==> src/rtl/clk_en_div.sv <==
module clk_en_div #(
  parameter int DW  = 16,
  parameter int SDW = 4
) (
  input  logic          clk,
  input  logic          rst_n,
  input  logic          wr_en,
  input  logic          wr_addr,
  input  logic [DW-1:0] wr_data,
  input  logic          rd_addr,
  output logic [DW-1:0] rd_data,
  output logic          sys_en,
  output logic          pwm_en0,
  output logic          pwm_en1
);
  localparam int B_SEN  = 0;
  localparam int B_PEN  = 1;
  localparam int B_PC   = 2;
  localparam int B_PSEL = 5;
  localparam int B_POFF = 6;
  localparam int B_SDIV = 8;
  localparam int PCW    = 6;

  logic           sdiv_en, pdiv_en, pll_sel, pll_off, alt_use;
  logic [2:0]     pcode;
  logic [SDW-1:0] sdiv, alt_div, sys_n, sys_cnt;
  logic [PCW-1:0] pwm_cnt, pwm_top;
  logic [2:0]     pcode_sat;
  logic           sys_act, wr_pri, wr_alt;

  assign wr_pri    = wr_en && !wr_addr;
  assign wr_alt    = wr_en &&  wr_addr;
  assign sys_act   = sdiv_en || (pll_sel && !pll_off);
  assign sys_n     = alt_use ? alt_div : sdiv;
  assign pcode_sat = (pcode > 3'd5) ? 3'd5 : pcode;
  assign pwm_top   = PCW'((7'd1 << (pcode_sat + 3'd1)) - 7'd1);

  always_ff @(posedge clk) begin
    if (!rst_n) begin
      sdiv_en <= 1'b0;
      pdiv_en <= 1'b0;
      pcode   <= 3'd7;
      pll_sel <= 1'b0;
      pll_off <= 1'b1;
      sdiv    <= '0;
      alt_use <= 1'b0;
      alt_div <= '0;
    end else if (wr_pri) begin
      sdiv_en <= wr_data[B_SEN];
      pdiv_en <= wr_data[B_PEN];
      pcode   <= wr_data[B_PC +: 3];
      pll_sel <= wr_data[B_PSEL];
      pll_off <= wr_data[B_POFF];
      sdiv    <= wr_data[B_SDIV +: SDW];
    end else if (wr_alt) begin
      alt_use <= wr_data[0];
      alt_div <= wr_data[1 +: SDW];
    end
  end

  always_ff @(posedge clk) begin
    if (!rst_n || wr_en || sys_cnt >= sys_n) sys_cnt <= '0;
    else                                     sys_cnt <= sys_cnt + 1'b1;
  end

  always_ff @(posedge clk) begin
    if (!rst_n || wr_pri || pwm_cnt >= pwm_top) pwm_cnt <= '0;
    else                                        pwm_cnt <= pwm_cnt + 1'b1;
  end

  always_comb begin
    rd_data = '0;
    if (rd_addr) begin
      rd_data[0]        = alt_use;
      rd_data[1 +: SDW] = alt_div;
    end else begin
      rd_data[B_SEN]        = sdiv_en;
      rd_data[B_PEN]        = pdiv_en;
      rd_data[B_PC +: 3]    = pcode;
      rd_data[B_PSEL]       = pll_sel;
      rd_data[B_POFF]       = pll_off;
      rd_data[B_SDIV +: SDW] = sdiv;
    end
  end

  assign sys_en  = !sys_act || (sys_cnt == sys_n);
  assign pwm_en0 = !pdiv_en || (pwm_cnt == pwm_top);
  assign pwm_en1 = !pdiv_en || (pwm_cnt == pwm_top);
endmodule


==> config.mk <==
export PLATFORM = sky130hd
export DESIGN_NAME = clk_en_div
export DESIGN_NICKNAME = d
export VERILOG_FILES = /design/src/rtl/clk_en_div.sv
export SDC_FILE = /design/constraint.sdc
export NUM_CORES = 1
export LEC_CHECK = 0
export BUFFER_PORTS_ARGS = -buffer_cell sky130_fd_sc_hd__buf_2
export CAP_MARGIN = 20
export CELL_PAD_IN_SITES_DETAIL_PLACEMENT = 1
export CELL_PAD_IN_SITES_GLOBAL_PLACEMENT = 1
export CORE_ASPECT_RATIO = 2
export CORE_MARGIN = 1
export CORE_UTILIZATION = 41
export DETAILED_ROUTE_END_ITERATION = 12
export GPL_ROUTABILITY_DRIVEN = 0
export GPL_TIMING_DRIVEN = 0
export PLACE_DENSITY_LB_ADDON = 0.1
export SLEW_MARGIN = 5
export SYNTH_ARGS = -nofsm -noshare
export SYNTH_HDL_FRONTEND = slang
export SYNTH_SLANG_ARGS = --single-unit
==> constraint.sdc <==
create_clock -name clk -period 3.83 [get_ports clk]
set_input_delay 0.1915 -clock clk [delete_from_list [all_inputs] [get_ports clk]]
set_output_delay 0.1915 -clock clk [all_outputs]
set_load 0.005 [all_outputs]
==> results of run 1 <==
worst paths after layout:
| kind | end | slack, ps | depth (start not counted) |
|---|---|---|---|
| setup / recovery | pwm_en1 | 900 | 12 |
| hold / removal | pll_off$_SDFFE_PN1P_ | 130 | 3 |
| setup reg to reg | pwm_cnt[5]$_SDFF_PP0_ | 1400 | 9 |
| hold reg to reg | sys_cnt[0]$_SDFF_PP0_ | 490 | 1 |
sequential cells by signal, indices dropped and copies added (netlist names):
signal   cells
alt_div      4
alt_use      1
pcode        3
pdiv_en      1
pll_off      1
pll_sel      1
pwm_cnt      6
sdiv         4
sdiv_en      1
sys_cnt      4
cells in the mapped netlist (all sizes together) (2+ instances only):
cell / n / area, um2
mux2: 5 / 56.30
nand2: 36 / 135.1
a21boi: 12 / 90.09
ha: 13 / 162.7
clkbuf: 4 / 15.01
nand2b: 3 / 18.77
dfxtp: 26 / 520.5
o21ai: 3 / 15.01
mux2i: 3 / 30.03
inv: 5 / 18.77
a311oi: 3 / 26.28
nand3: 13 / 70.07
buf: 10 / 65.06
nor2b: 8 / 50.05
a21o: 2 / 15.01
a211oi: 5 / 37.54
xnor2: 4 / 35.03
a21oi: 2 / 10.01
xor2: 3 / 26.28
nor2: 3 / 11.26
per-layer routing:
metal  wire, um  share of wire
met5          0              0
met1       1307           0.34
met2       2394           0.62
met4         85          0.022
met3         54          0.014
tightest hold or removal path, delay by kind of cell:
kind | cells | cell delay (ps)
buffers and inverters | 1 | 80
AND/OR/NAND/NOR | 2 | 110
final cells by class:
class,count,area (um2),share of cell area
Buffer,14,80.08,0.04510
Clock buffer,4,55.05,0.03101
Multi-Input combinational cell,134,900.9,0.5074
Sequential cell,26,520.5,0.2932
Inverter,5,18.77,0.01057
Tap cell,48,60.06,0.03383
Timing Repair Buffer,28,140.1,0.07893
stage by stage:
stage / utilization / total power [W] / hold WS, ps / instance area, um2
floorplan: - / 0.0003567 / 315.5 / 1520
finish: 0.5141 / 0.0005642 / 134.7 / 1775
detailed placement: 0.4982 / 0.0003935 / 417.6 / 1720
global placement: 0.4982 / 0.0003880 / 407.3 / 1720
global route: 0.5141 / 0.0005923 / 165.8 / 1775
CTS: 0.5141 / 0.0005692 / 133.7 / 1775
logic make-up (layout without fill, tap and decap cells):
group,after synthesis,after routing
buf+inv,19,51
mux,8,8
other cells,1,5
simple gates,70,70
compound gates,31,31
fa+ha+maj,13,13
xor+xnor,7,7
flops,26,26
power breakdown:
group          leakage, nW  switching [W]  total (W)  internal (W)
registers            0.212      0.0000107   0.000292      0.000281
logic                0.528      0.0000498  0.0000935     0.0000437
clock network       0.0288      0.0000866   0.000179     0.0000920
total                0.769       0.000147   0.000564      0.000417
==> summary.md, run 1 <==
| Metric | Value |
|---|---|
| Place WS | `1185 ps` |
| Final net count | `246` |
| Clock Latency Late Sink | `270 ps` |
| Crit path cell chain | `inv_1 -> and3_1 -> ha_1 -> or2_2 -> a21oi_1 -> ha_1 -> and4_1 -> clkbuf_1 -> nand3_1 -> nand2_1 -> buf_4 -> buf_2` |
| Root Driver | `clkbuf_8` |
| Synth Instances | `175` |
| Antenna diode count | `0` |
| Worst hold start | `wr_data[6]` |
| Post-CTS Hold Fix Bufs | `0` |
| Xor/xnor cell area share of the yosys netlist | `0.04073` |
| Final setup skew | `3.714 ps` |
| DIE WIDTH | `44.85 um` |
| Total die area | `3932 um2` |
| Post-synth EDFFs | `0` |
| I/O pins | `40` |
| Area delta synth->final | `17.95%` |
| Clock transition at path regs | `90 ps` |
| Post-CTS setup buffers | `0` |
| Synthesized-area fraction occupied by adder cells | `0.1081` |
| Fin cells | `259` |
| Clock Path Buffers | `2` |
| Worst reg2reg startpoint | `pcode[2]$_SDFFE_PN1P_` |
| H-tree levels | `1` |
| Setup TNS | `0 ps` |
| Yosys cell types | `34` |
| Largest net degree at the start of global routing | `15` |
| Final wirelength | `3.843 mm` |
| # rows | `30` |
| Clock Sinks | `26` |
| Leak | `0.7694 nW` |
| Final global-route overflow total | `0` |
| Worst VDD drop | `0.1631 mV` |
| Setup ws final | `895.0 ps` |
| Commonest cells after routing, fill and taps aside | `36 x nand2_1, 32 x buf_2, 26 x dfxtp_1` |
| Placed cell count | `255` |
| TritonCTS clock tree | `yes` |
| Crit Path Max Fanout | `7` |
| Top FF cell, synth | `dfxtp_1` |
| CP bufs+invs | `4` |
| Fmax | `0.3407 GHz` |
| #FFs+latches synth | `26` |
| Fillers | `450` |
| RSZ-0062 raised after global routing | `false` |
| CTS Buf Count | `3` |
| Grt peak-use layer | `met2` |
| CP startpoint kind | `register` |
| Top delay family on crit path | `simple AND/OR/NAND/NOR gates` |
| Routed WL per cell | `14.84 um` |
| First-pass GRT wire length | `6.065 mm` |
| CP Data Arrival Time | `2740 ps` |
| Sequential element share of the synthesized area | `0.3458` |
| Fraction of registers with async set/reset | `0` |
| Synth Warn # | `0` |
| CP max stage cell | `dfxtp_1` |
| Post-synthesis simple-gate area fraction | `0.2219` |
| Largest family of logic cells by synthesized area | `simple AND/OR/NAND/NOR gates` |
| Cell repeated most along the worst path | `ha_1` |
| Initial antenna violation count | `0` |
| Vias/cell | `5.255` |
| Core area | `3453 um2` |
| GR met2 Demand/Resource | `0.4639` |
| Setup violations, final | `0` |
| IO Port Bufs | `28` |
| Synth Area in Compound Gates | `0.1579` |
| Power Density | `317.8 nW/um2` |
| Share of cells above drive strength 1 | `0.2417` |
| Part of the cycle the worst path needs | `0.7663` |
| Avg Cell Area, Syn | `8.601 um2` |
| Syn Std Cell Area | `1505 um2` |
| Critical setup path kind | `register to output pin` |
| Post-DP HPWL | `3.220 mm` |
| Met1 usage | `0.1768` |
| MaxCap Viol Count | `0` |
| Worst EP required | `3640 ps` |
| CTS resizes | `0` |
| Met3 Use GR | `0.01856` |
| Mux cell area share after synthesis | `0.05736` |
| Leading cell type in the layout, fill and taps excluded | `nand2_1` |
| Max Slew Vio Count | `0` |
| Hold WC Path Type | `input port to register` |
| DRT antenna net count | `0` |
| Starting DRT DRC Count | `10` |
| Critical path launch point | `pcode[2]$_SDFFE_PN1P_` |
| # DRC | `0` |
| Vias | `1361` |
| Final Hold Vio Count | `0` |
| Outcome | `finished clean` |
| Die H | `87.69 um` |
| Gr usage total | `0.2116` |
| Vias in the first global route | `1418` |
| DRT Pass-1 Iters | `5` |
| CP max stage delay | `390 ps` |
| Initial Util | `0.4359` |
| Fin crit period | `2935 ps` |
| CP Capture Type | `output pin` |
No activity file was read; power rests on OpenSTA's default activity.
==> inputs of run 2 (changes only) <==
Settings changed: CORE_UTILIZATION 41 to 34.
Clock period 3.83 ns to 2.55 ns, I/O delays scaled along.
==> summary.md, run 2 (synthesis gave the netlist of run 1 again) <==
| Metric | Value |
|---|---|
| CP max stage cell | `dfxtp_2` |
| Share of cells above drive strength 1 | `0.2830 (+0.04131)` |
| Utilization after layout | `0.4371 (-0.07699)` |
| Leading cell type in the layout, fill and taps excluded | `nand2_1` |
| TritonCTS clock tree | `yes` |
| Vias in the first global route | `1484 (+4.7%)` |
| Routed WL per cell | `15.03 um (+1.3%)` |
| Power Density | `473.4 nW/um2 (+49%)` |
| Max FFs per register | `6 (unchanged)` |
| Initial antenna violation count | `0 (unchanged)` |
| Highest Signal Layer | `met4` |
| Crit Path Max Fanout | `4 (-3)` |
| Part of the cycle the worst path needs | `0.9531` |
| Final wirelength | `3.967 mm (+3.2%)` |
| WL met3 | `55 um (+1.9%)` |
| CP Data Arrival Time | `2300 ps (-440 ps)` |
| Die H | `96.10 um (+9.6%)` |
| # rows | `33 (+10%)` |
| H-tree levels | `1 (unchanged)` |
| Setup ws final | `119.7 ps (-775.4 ps)` |
| Fin crit period | `2430 ps` |
| Post-DP HPWL | `3.256 mm (+1.1%)` |
| Final setup skew | `4.495 ps (+0.7807 ps)` |
| Outcome | `finished clean` |
| Starting DRT DRC Count | `7 (-3)` |
| Hold WC Path Type | `input port to register` |
| Leak | `0.7830 nW (+1.8%)` |
| Setup TNS | `0 ps (unchanged)` |
| CP startpoint kind | `register` |
| Worst Hold Margin | `71.21 ps (-63.49 ps)` |
| CTS Buf Count | `3 (unchanged)` |
| Commonest cells after routing, fill and taps aside | `36 x nand2_1, 32 x buf_2, 24 x dfxtp_1` |
| Core area | `4170 um2 (+21%)` |
| Clock Sinks | `26 (unchanged)` |
| Place WS | `-88.08 ps (-1273 ps)` |
| DRT Pass-1 Iters | `4 (-1)` |
| Final Hold Vio Count | `0 (unchanged)` |
| Worst EP required | `2420 ps (-1220 ps)` |
| Clock Path Buffers | `2 (unchanged)` |
| Final net count | `247 (+0.41%)` |
| Post-CTS Hold Fix Bufs | `0 (unchanged)` |
| Largest net degree at the start of global routing | `15 (unchanged)` |
| Largest register by flop count | `pwm_cnt` |
| I/O pins | `40 (unchanged)` |
| Fmax | `0.4115 GHz` |
| Crit path cell chain | `buf_4 -> clkbuf_1 -> ha_1 -> or2_4 -> a21oi_2 -> ha_1 -> and4_4 -> nand3_1 -> nand2_1 -> buf_4 -> buf_2` |
| # DRC | `0 (unchanged)` |
| Final global-route overflow total | `0 (unchanged)` |
| Max Slew Vio Count | `0 (unchanged)` |
| IO Port Bufs | `28 (unchanged)` |
| Fillers | `523 (+16%)` |
| Vias | `1319 (-3.1%)` |
| DRT antenna net count | `0 (unchanged)` |
| CP Capture Type | `output pin` |
| Met1 WL | `1.399 mm (+7.0%)` |
| Vias/cell | `4.996 (-4.9%)` |
| CP max stage delay | `340 ps (-50 ps)` |
| Setup violations, final | `0 (unchanged)` |
| Initial Util | `0.3609 (-0.07493)` |
| First-pass GRT wire length | `6.617 mm (+9.1%)` |
| Root Driver | `clkbuf_8` |
| Area delta synth->final | `21.11%` |
| Gr usage total | `0.1861 (-0.02542)` |
| Clock transition at path regs | `90 ps (about the same)` |
| Total die area | `4713 um2 (+20%)` |
| Worst VDD drop | `0.2905 mV (+78%)` |
| DIE WIDTH | `49.05 um (+9.4%)` |
| Antenna diode count | `0 (unchanged)` |
| Metal2 WL | `2.454 mm (+2.5%)` |
| Clock Latency Late Sink | `280 ps (about the same)` |
| Total power | `0.0008630 W (+53%)` |
| MaxCap Viol Count | `0 (unchanged)` |
| Critical setup path kind | `register to output pin` |
run 2: stage by stage:
step / area [um2] / instances
3_3_place_gp: 1725 / 259
3_5_place_dp: 1725 / 259
2_1_floorplan: 1520 / 179
6_report: 1823 / 264
5_1_grt: 1823 / 264
4_1_cts: 1800 / 264
run 2: area by class of cell:
| cell class | instances | area, um2 | area share |
|---|---|---|---|
| repair buffers | 30 | 155.1 | 0.08511 |
| multi-input cells | 134 | 929.6 | 0.5100 |
| well taps | 52 | 65.06 | 0.03569 |
| inverters | 5 | 18.77 | 0.01030 |
| plain buffers | 13 | 76.32 | 0.04187 |
| flip-flops and latches | 26 | 523.0 | 0.2869 |
| clock buffers | 4 | 55.05 | 0.03020 |
run 2: path summary, 6_finish.rpt:
check                             start               endpoint  slack (ps)  cells after the start
setup reg to reg  pcode[2]$_SDFFE_PN1P_  pwm_cnt[0]$_SDFF_PP0_         270                      9
hold / removal               wr_data[6]   pll_off$_SDFFE_PN1P_          70                      3
hold reg to reg    pll_sel$_SDFFE_PN0P_   pll_sel$_SDFFE_PN0P_         480                      2
setup / recovery  pcode[2]$_SDFFE_PN1P_                pwm_en1         120                     11
run 2: per-layer routing:
metal,up-vias,GRT usage
met3,5,0.01422
met2,10,0.4097
met5,-,0
met1,638,0.1671
li1,666,-
met4,0,0.06618
run 2: worst max-delay path: cells and delay by family (launching register included):
family | cells | cell delay (ps)
adder cells (fa/ha/maj) | 2 | 550
AND/OR/NAND/NOR | 4 | 550
buffers and inverters | 4 | 470
flip-flops | 1 | 340
AO/OA/AOI/OAI | 1 | 130
run 2: where the power goes:
| group | switching (W) | internal, W | total, W |
|---|---|---|---|
| combinational | 0.0000785 | 0.0000701 | 0.000149 |
| sequential | 0.0000154 | 0.000423 | 0.000438 |
| clock | 0.000138 | 0.000138 | 0.000276 |
| total | 0.000231 | 0.000632 | 0.000863 |
run 2: what timing repair did:
| action | CTS | global route |
|---|---|---|
| pin swaps | 1 | 3 |
| buffers inserted | 2 | 0 |
| endpoints found under the setup margin | 2 | 2 |
| endpoints found under the hold margin | 0 | 0 |
| gates resized for setup | 6 | 3 |
==> inputs of run 3 (changes only) <==
Settings changed: CORE_ASPECT_RATIO 2 to 0.8.
==> summary.md, run 3 (synthesis gave the netlist of run 1 again) <==
| Metric | Value |
|---|---|
| Worst reg2reg startpoint | `pcode[1]$_SDFFE_PN1P_` |
| Fmax | `0.4145 GHz (+0.74%)` |
| Fin crit period | `2412 ps (-17.85 ps)` |
| DRT antenna net count | `0 (unchanged)` |
| Largest net degree at the start of global routing | `15 (unchanged)` |
| CP Capture Type | `output pin` |
| Post-DP HPWL | `3.082 mm (-5.3%)` |
| CP startpoint kind | `register` |
| Final Instance Area | `1837 um2 (+0.75%)` |
| Vias in the first global route | `1338 (-9.8%)` |
| Largest register by flop count | `pwm_cnt` |
| # DRC | `0 (unchanged)` |
| Routed WL per cell | `14.28 um (-5.0%)` |
| Setup TNS | `0 ps (unchanged)` |
| IO Port Bufs | `28 (unchanged)` |
| I/O pins | `40 (unchanged)` |
| Total die area | `4699 um2 (-0.31%)` |
| Max FFs per register | `6 (unchanged)` |
| Worst Hold Margin | `66.42 ps (-4.790 ps)` |
| Share of cells above drive strength 1 | `0.2972 (+0.01415)` |
| Vias | `1307 (-0.91%)` |
| Core area | `4204 um2 (+0.81%)` |
| CP max stage cell | `dfxtp_2` |
| Commonest cells after routing, fill and taps aside | `36 x nand2_1, 32 x buf_2, 23 x dfxtp_1` |
| Final Hold Vio Count | `0 (unchanged)` |
| Antenna diode count | `0 (unchanged)` |
| First-pass GRT wire length | `6.230 mm (-5.8%)` |
| Die H | `61.51 um (-36%)` |
| Placed Area | `1732 um2 (+0.36%)` |
| DRT Pass-1 Iters | `4 (unchanged)` |
| Crit path cell chain | `and3_4 -> ha_4 -> or2_4 -> a21oi_2 -> ha_1 -> and4_4 -> nand3_1 -> nand2_1 -> buf_4 -> buf_2` |
| Gr usage total | `0.1742 (-0.01191)` |
| TritonCTS clock tree | `yes` |
| CTS Buf Count | `3 (unchanged)` |
| Outcome | `finished clean` |
| Clock Sinks | `26 (unchanged)` |
| Place WS | `-103.6 ps (-15.49 ps)` |
| Clock transition at path regs | `90 ps (about the same)` |
| Critical path launch point | `pcode[1]$_SDFFE_PN1P_` |
| Final net count | `247 (unchanged)` |
| Initial antenna violation count | `0 (unchanged)` |
| Worst EP required | `2420 ps (about the same)` |
| Starting DRT DRC Count | `24 (+17)` |
| Final wirelength | `3.842 mm (-3.2%)` |
| Area delta synth->final | `22.03%` |
| Clock Latency Late Sink | `270 ps (about the same)` |
| Leak | `0.7792 nW (-0.50%)` |
| Fin cells | `269 (+1.9%)` |
| Hold WC Path Type | `input port to register` |
| Final global-route overflow total | `0 (unchanged)` |
| Max Slew Vio Count | `0 (unchanged)` |
| Crit Path Max Fanout | `7 (+3)` |
| CP Data Arrival Time | `2280 ps (-20 ps)` |
| CP max stage delay | `410 ps (+70 ps)` |
| Leading cell type in the layout, fill and taps excluded | `nand2_1` |
| Worst hold start | `wr_data[6]` |
| Clock Path Buffers | `2 (unchanged)` |
| Critical setup path kind | `register to output pin` |
| RSZ-0062 raised after global routing | `false` |
| H-tree levels | `1 (unchanged)` |
| Initial Util | `0.3580 (-0.002900)` |
| Worst VDD drop | `0.3022 mV (+4.0%)` |
| Part of the cycle the worst path needs | `0.9461 (-0.007002)` |
| DIE WIDTH | `76.39 um (+56%)` |
| Post-CTS Hold Fix Bufs | `0 (unchanged)` |
| Vias/cell | `4.859 (-2.8%)` |
| Power Density | `468.3 nW/um2 (-1.1%)` |
| Setup violations, final | `0 (unchanged)` |
| Root Driver | `clkbuf_8` |
| Setup ws final | `137.5 ps (+17.85 ps)` |
| Placed cell count | `264 (+1.9%)` |
| MaxCap Viol Count | `0 (unchanged)` |
| # rows | `21 (-36%)` |
| Final setup skew | `0.6715 ps (-3.823 ps)` |
run 3: cell count changes in the layout (fill, tap and decap cells not counted), sizes merged:
cell	before	now
buf	40	41
clkbuf	7	6
run 3: area by class of cell:
type                    count  area, um2
plain buffers              12      72.57
flip-flops and latches     26      526.8
repair buffers             31      162.7
well taps                  57      71.32
inverters                   5      18.77
fillers                   516       2367
clock buffers               4      55.05
multi-input cells         134      929.6
run 3: layer usage:
metal,routed length [um],up-vias,track usage
met5,0,-,0
met4,15,0,0.03571
met3,204,2,0.04444
met2,1764,31,0.3192
met1,1857,606,0.2123
li1,-,668,-
run 3: path summary, 6_finish.rpt:
check / end / slack [ps] / cells past startpoint
max: pwm_en1 / 140 / 10
min: pll_off$_SDFFE_PN1P_ / 70 / 3
max reg2reg: pwm_cnt[5]$_SDFF_PP0_ / 350 / 8
min reg2reg: pll_sel$_SDFFE_PN0P_ / 480 / 2
run 3: power by group:
part	switching [W]	internal, W
Clock	0.000134	0.000138
Combinational	0.0000781	0.0000709
Sequential	0.0000158	0.000423
Total	0.000228	0.000632
run 3: timing repair:
action,in CTS,in global routing
setup endpoints to repair,2,1
resized for setup,8,4
setup buffers,3,0
pin swaps,1,3
run 3: worst max-delay path: cells and delay by family, from the launching register on:
family / cells / cell delay, ps
compound gates: 1 / 130
flops: 1 / 410
buf+inv: 2 / 240
fa+ha+maj: 2 / 450
simple gates: 5 / 780
run 3: metrics by stage:
step	total power [W]	util
floorplan	0.0005358	-
global placement	0.0005810	0.4119
detailed placement	0.0005911	0.4119
CTS	0.0008677	0.4333
global route	0.0009022	0.4369
finish	0.0008602	0.4369
